[config.mk]
export PLATFORM = sky130hd
export DESIGN_NAME = allframe_ctrl
export DESIGN_NICKNAME = d
export VERILOG_FILES = /design/src/rtl/allframe_pkg.sv /design/src/rtl/afm_rst_sync.sv /design/src/rtl/afm_sat_cnt.sv /design/src/rtl/afm_status.sv /design/src/rtl/allframe_ctrl.sv
export SDC_FILE = /design/constraint.sdc
export NUM_CORES = 1
export LEC_CHECK = 0
export BUFFER_PORTS_ARGS = -buffer_cell sky130_fd_sc_hd__clkbuf_2
export CORE_MARGIN = 2
export CORE_UTILIZATION = 30
export CTS_CLUSTER_DIAMETER = 100
export DETAILED_ROUTE_END_ITERATION = 10
export GPL_ROUTABILITY_DRIVEN = 0
export PLACE_DENSITY = 0.41
export SLEW_MARGIN = 20
export SYNTH_ARGS = -nofsm -noshare
export SYNTH_HDL_FRONTEND = slang
export SYNTH_SLANG_ARGS = --single-unit
[constraint.sdc]
create_clock -name clk -period 5.5 [get_ports clk]
set_clock_uncertainty 0.15 [all_clocks]
set_input_delay 0.825 -clock clk [delete_from_list [all_inputs] [get_ports clk]]
set_output_delay 0.825 -clock clk [all_outputs]
set_load 0.05 [all_outputs]
[src/rtl/allframe_pkg.sv]
package allframe_pkg;
  parameter int TMP_N_DEF = 16;
  parameter int CNT_W_DEF = 4;

  typedef enum logic [1:0] {
    CNT_HOLD = 2'd0,
    CNT_UP   = 2'd1,
    CNT_DOWN = 2'd2
  } cnt_op_e;
endpackage

[src/rtl/afm_rst_sync.sv]
module afm_rst_sync (
  input  logic clk,
  input  logic rst_n,
  output logic rst_sync_n
);
  logic [1:0] sync_q;

  always_ff @(posedge clk or negedge rst_n) begin
    if (!rst_n) sync_q <= 2'b00;
    else        sync_q <= {sync_q[0], 1'b1};
  end

  assign rst_sync_n = sync_q[1];
endmodule

[src/rtl/afm_sat_cnt.sv]
module afm_sat_cnt
  import allframe_pkg::*;
#(
  parameter int CNT_W = CNT_W_DEF
) (
  input  logic             clk,
  input  logic             rst_n,
  input  logic             inc,
  input  logic             dec,
  output logic [CNT_W-1:0] cnt,
  output logic             nz
);
  localparam logic [CNT_W-1:0] CNT_MAX = {CNT_W{1'b1}};

  logic [CNT_W-1:0] cnt_q, cnt_d;
  cnt_op_e          op;

  always_comb begin
    op = CNT_HOLD;
    if (inc && !dec && cnt_q != CNT_MAX)            op = CNT_UP;
    else if (dec && !inc && cnt_q != '0)            op = CNT_DOWN;
  end

  always_comb begin
    unique case (op)
      CNT_UP:   cnt_d = cnt_q + 1'b1;
      CNT_DOWN: cnt_d = cnt_q - 1'b1;
      default:  cnt_d = cnt_q;
    endcase
  end

  always_ff @(posedge clk or negedge rst_n) begin
    if (!rst_n)               cnt_q <= '0;
    else if (op != CNT_HOLD)  cnt_q <= cnt_d;
  end

  assign cnt = cnt_q;
  assign nz  = |cnt_q;
endmodule

[src/rtl/afm_status.sv]
module afm_status #(
  parameter int SRC_N = 17
) (
  input  logic             clk,
  input  logic             rst_n,
  input  logic [SRC_N-1:0] cnt_nz,
  input  logic             force_wr,
  input  logic             force_val,
  input  logic             frame_end,
  output logic             mode_en,
  output logic             eof_req
);
  logic force_q, force_d;
  logic eof_q, eof_d;

  always_comb begin
    force_d = force_wr ? force_val : force_q;
    mode_en = force_q | (|cnt_nz);
    eof_d   = frame_end & mode_en;
  end

  always_ff @(posedge clk or negedge rst_n) begin
    if (!rst_n) begin
      force_q <= 1'b0;
      eof_q   <= 1'b0;
    end else begin
      if (force_wr) force_q <= force_d;
      eof_q <= eof_d;
    end
  end

  assign eof_req = eof_q;
endmodule

[src/rtl/allframe_ctrl.sv]
module allframe_ctrl
  import allframe_pkg::*;
#(
  parameter int TMP_N = TMP_N_DEF,
  parameter int CNT_W = CNT_W_DEF,
  parameter int IDX_W = $clog2(TMP_N)
) (
  input  logic             clk,
  input  logic             rst_n,
  input  logic             tmp_inc_vld,
  input  logic [IDX_W-1:0] tmp_inc_idx,
  input  logic             afc_inc,
  input  logic             cmd_vld,
  input  logic [TMP_N-1:0] cmd_tmp_dec,
  input  logic             cmd_afc_dec,
  input  logic             cmd_force_wr,
  input  logic             cmd_force_val,
  input  logic             frame_end,
  output logic             all_frame_en,
  output logic             eof_req
);
  localparam int SRC_N = TMP_N + 1;

  logic             rst_i_n;
  logic [TMP_N-1:0] tmp_inc_hot;
  logic [TMP_N-1:0] tmp_dec_hot;
  logic [SRC_N-1:0] src_nz;

  afm_rst_sync u_rst (
    .clk        (clk),
    .rst_n      (rst_n),
    .rst_sync_n (rst_i_n)
  );

  always_comb begin
    tmp_inc_hot = '0;
    if (tmp_inc_vld) tmp_inc_hot[tmp_inc_idx] = 1'b1;
    tmp_dec_hot = cmd_vld ? cmd_tmp_dec : '0;
  end

  for (genvar g = 0; g < TMP_N; g++) begin : g_tmp
    logic [CNT_W-1:0] cnt_unused;
    afm_sat_cnt #(.CNT_W(CNT_W)) u_cnt (
      .clk   (clk),
      .rst_n (rst_i_n),
      .inc   (tmp_inc_hot[g]),
      .dec   (tmp_dec_hot[g]),
      .cnt   (cnt_unused),
      .nz    (src_nz[g])
    );
  end

  logic [CNT_W-1:0] afc_cnt_unused;
  afm_sat_cnt #(.CNT_W(CNT_W)) u_afc (
    .clk   (clk),
    .rst_n (rst_i_n),
    .inc   (afc_inc),
    .dec   (cmd_vld & cmd_afc_dec),
    .cnt   (afc_cnt_unused),
    .nz    (src_nz[TMP_N])
  );

  afm_status #(.SRC_N(SRC_N)) u_stat (
    .clk       (clk),
    .rst_n     (rst_i_n),
    .cnt_nz    (src_nz),
    .force_wr  (cmd_vld & cmd_force_wr),
    .force_val (cmd_force_val),
    .frame_end (frame_end),
    .mode_en   (all_frame_en),
    .eof_req   (eof_req)
  );
endmodule

==> impl_metrics.yaml <==
clocking:
  ctsRootBufferMaster: "clkbuf_16"
  clockBufferDepth: 2
  htreeDepth: 3
  clkLatencyLatePin_ns: 0.34
  cts_tree: "yes"
  post-cts-setup-buffers: 0
  ctsHoldBuffers: 0
  postCtsResizedCells: 0
  cts_sinks: 72
  cts.reportedPaths.clkPinSlew_ns: 0.06
  numCtsBuffers: 9
drt:
  drc: 0
  viasPerCell: 4.87
  wirelength_um: 10500
  first_pass_iters: 4
  drt-initial-drc-count: 130
  wl_per_cell_um: 14.9
  drtAntennaViolNets: 0
  vias: 3439
critical_path:
  slowest_stage: "or4_1"
  crit_type: "register to output pin"
  end_kind: "output pin"
  critPathLaunchType: "register"
  critPathTopFamily: "simple AND/OR/NAND/NOR gates"
  r2r_slack_ns: 2.89
  critical_path.max_fanout: 4
  worstPathRequired_ns: 4.53
  cp_slowest_stage_delay_ns: 0.59
  cp_num_buf_inv: 1
  critical_path.cell_chain: "or4_1 > nand4b_1 > nor4_1 > nand3_1 > clkbuf_2"
  cp_data_arrival_time_ns: 2.41
logic_synthesis:
  ys_types: 40
  syn_avg_cell_area_um2: 10.8
  synth.net_count: 528
  ys_top_cells_by_count: "dfrtp_1 (72), inv_1 (52), ha_1 (34), nand4_1 (34)"
  synth.area.top_cells: "dfrtp_1 (37%), ha_1 (8.8%), fa_1 (7.0%)"
  synth_ff_type: "dfrtp_1"
  ys_seq_elements: 72
  syn_area_mm2: 0.00486
  yosysTopAreaCell: "dfrtp_1"
  synthMostInstantiatedCell: "dfrtp_1"
  ys_warn_count: 0
  synthCells: 448
  ys_seq_area_share_pct: 37.1
  synth_edf_count: 0
  yosysTopAreaCellShare_pct: 37.1
  async_reset_ff_share_pct: 100
global_routing:
  met2_usage_pct: 21.8
  gr-usage-met1_pct: 17.3
  grt_pass1_wl_um: 18400
  busiest_layer: "met2"
  grt_start_max_net_pins: 56
  overflow: 0
  grt_antenna_before_repair: 0
  gr-usage-all-layers_pct: 13.4
  met3_usage_pct: 3.90
  grt_pass1_vias: 3729
sta:
  setup_viol: 0
  rsz0062_at_grt: "false"
  fin_crit_sh_pct: 61.6
  whs_ns: 0.0284
  slew_viol_final: 0
  slew-limit-headroom_pct: 47.6
  period_minus_slack_ns: 3.39
  worst-slew-pin-transition_ns: 0.786
  fin_setup_tns_ns: 0
  hold_violations: 0
  fmax_ghz: 0.295
layout:
  final_util_pct: 34.8
  area.growth.synth_to_final_pct: 13.9
  final_nets: 565
  final_layout_size_suffix_gt1_share_pct: 16.3
  fillers: 1638
  fin_cells: 706
  diodes: 0
power:
  peakVddDrop_uv: 221
  fin_total_pwr_mw: 2.81
  powerDensity_mw_per_mm2: 508
  leakagePower_nw: 2.70
floorplanning:
  rows: 46
  pin_count: 31
  die_w_um: 131
  start_util_pct: 30.6
  die_area_mm2: 0.0172
  core_mm2: 0.0159
  die_h_um: 131
outcome:
  outcome: "finished, final reports clean"
placed_design:
  dp_cells: 690
  port-buffer-count: 30
  dp_hpwl_um: 7830
min_path:
  hold_class: "register to asynchronous set/reset pin"
run:
  maxCapViolations: 0
-- state kept, by name, indices dropped and copies added (netlist names) --
signal and cells:
g_tmp.u_cnt.cnt 64, u_stat.force_q 1, u_afc.cnt 4, u_stat.eof_req 1, u_rst.sync_q 2
-- routing by layer --
metal / wire, um / share of wire, % / up-vias
met5: 0 / 0 / -
met4: 136 / 1.3 / 0
met3: 314 / 3.0 / 10
met2: 4930 / 47 / 29
met1: 5110 / 49 / 1728
li1: - / - / 1672
-- final cells by class --
type / instances / area, um2 / share of cell area (%)
clock buffer: 12 / 246 / 4.45
clock inverter: 4 / 20.0 / 0.362
inverter: 52 / 195 / 3.53
multi-input combinational: 317 / 2830 / 51.1
sequential: 72 / 1800 / 32.6
tap: 216 / 270 / 4.88
timing repair buffer: 33 / 173 / 3.12
-- layout by cell type, fill, tap and decap left out, types with 2 or more instances in the layout --
master,instances
or4_1,8
nand2b_1,2
mux2_4,2
nand4_1,34
mux2i_1,33
buf_4,3
a21o_1,17
a21oi_1,17
o21ai_0,2
nand3_1,5
ha_1,34
clkbuf_2,30
nor2b_1,2
fa_1,17
nand2_1,30
clkinv_2,4
o2111ai_4,2
inv_1,52
and3b_1,2
o2111ai_2,6
nor4_1,11
nand2_2,6
a211o_1,8
xor2_1,18
xnor2_1,33
dfrtp_1,71
clkbuf_1,2
clkbuf_16,9
mux2_2,14
nand3b_1,2
-- final timing paths --
check,endpoint,depth (start not counted),start
worst max-delay path,all_frame_en,5,g_tmp[9].u_cnt.cnt[1]
worst min register to register,g_tmp[12].u_cnt.cnt[0],0,u_rst.sync_q[1]
max in group asynchronous,g_tmp[10].u_cnt.cnt[0],1,u_rst.sync_q[1]
worst min-delay path,g_tmp[12].u_cnt.cnt[0],0,u_rst.sync_q[1]
min in group clk,u_rst.sync_q[1],0,u_rst.sync_q[0]
worst max register to register,g_tmp[5].u_cnt.cnt[3],8,g_tmp[5].u_cnt.cnt[1]
-- report_power, final --
| part | leakage, nW | total, mW | internal [mW] | switching (mW) |
|---|---|---|---|---|
| Combinational | 1.72 | 1.19 | 0.624 | 0.565 |
| Sequential | 0.841 | 1.08 | 0.801 | 0.282 |
| Clock | 0.136 | 0.541 | 0.315 | 0.226 |
| Total | 2.70 | 2.81 | 1.74 | 1.07 |
-- through the flow --
| stage | worst slack, ns | area, um2 |
|---|---|---|
| finish | 2.11 | 5540 |
| global route | 1.97 | 5540 |
| CTS | 2.06 | 5540 |
| detailed placement | 2.18 | 5270 |
| global placement | 2.22 | 5270 |
| floorplan | 2.73 | 4860 |
-- kinds of logic (layout without fill, tap and decap cells) --
logic type | count (synthesis) | count (layout) | share of synthesized area [%]
simple gates | 111 | 111 | 13.2
flops | 72 | 72 | 37.1
buf+inv | 59 | 101 | 4.71
compound gates | 53 | 53 | 9.09
fa+ha+maj | 51 | 51 | 15.8
xor+xnor | 51 | 51 | 9.19
mux | 50 | 50 | 10.9
other cells | 1 | 1 | 0.0772
Power figures use the tool's default switching activity.
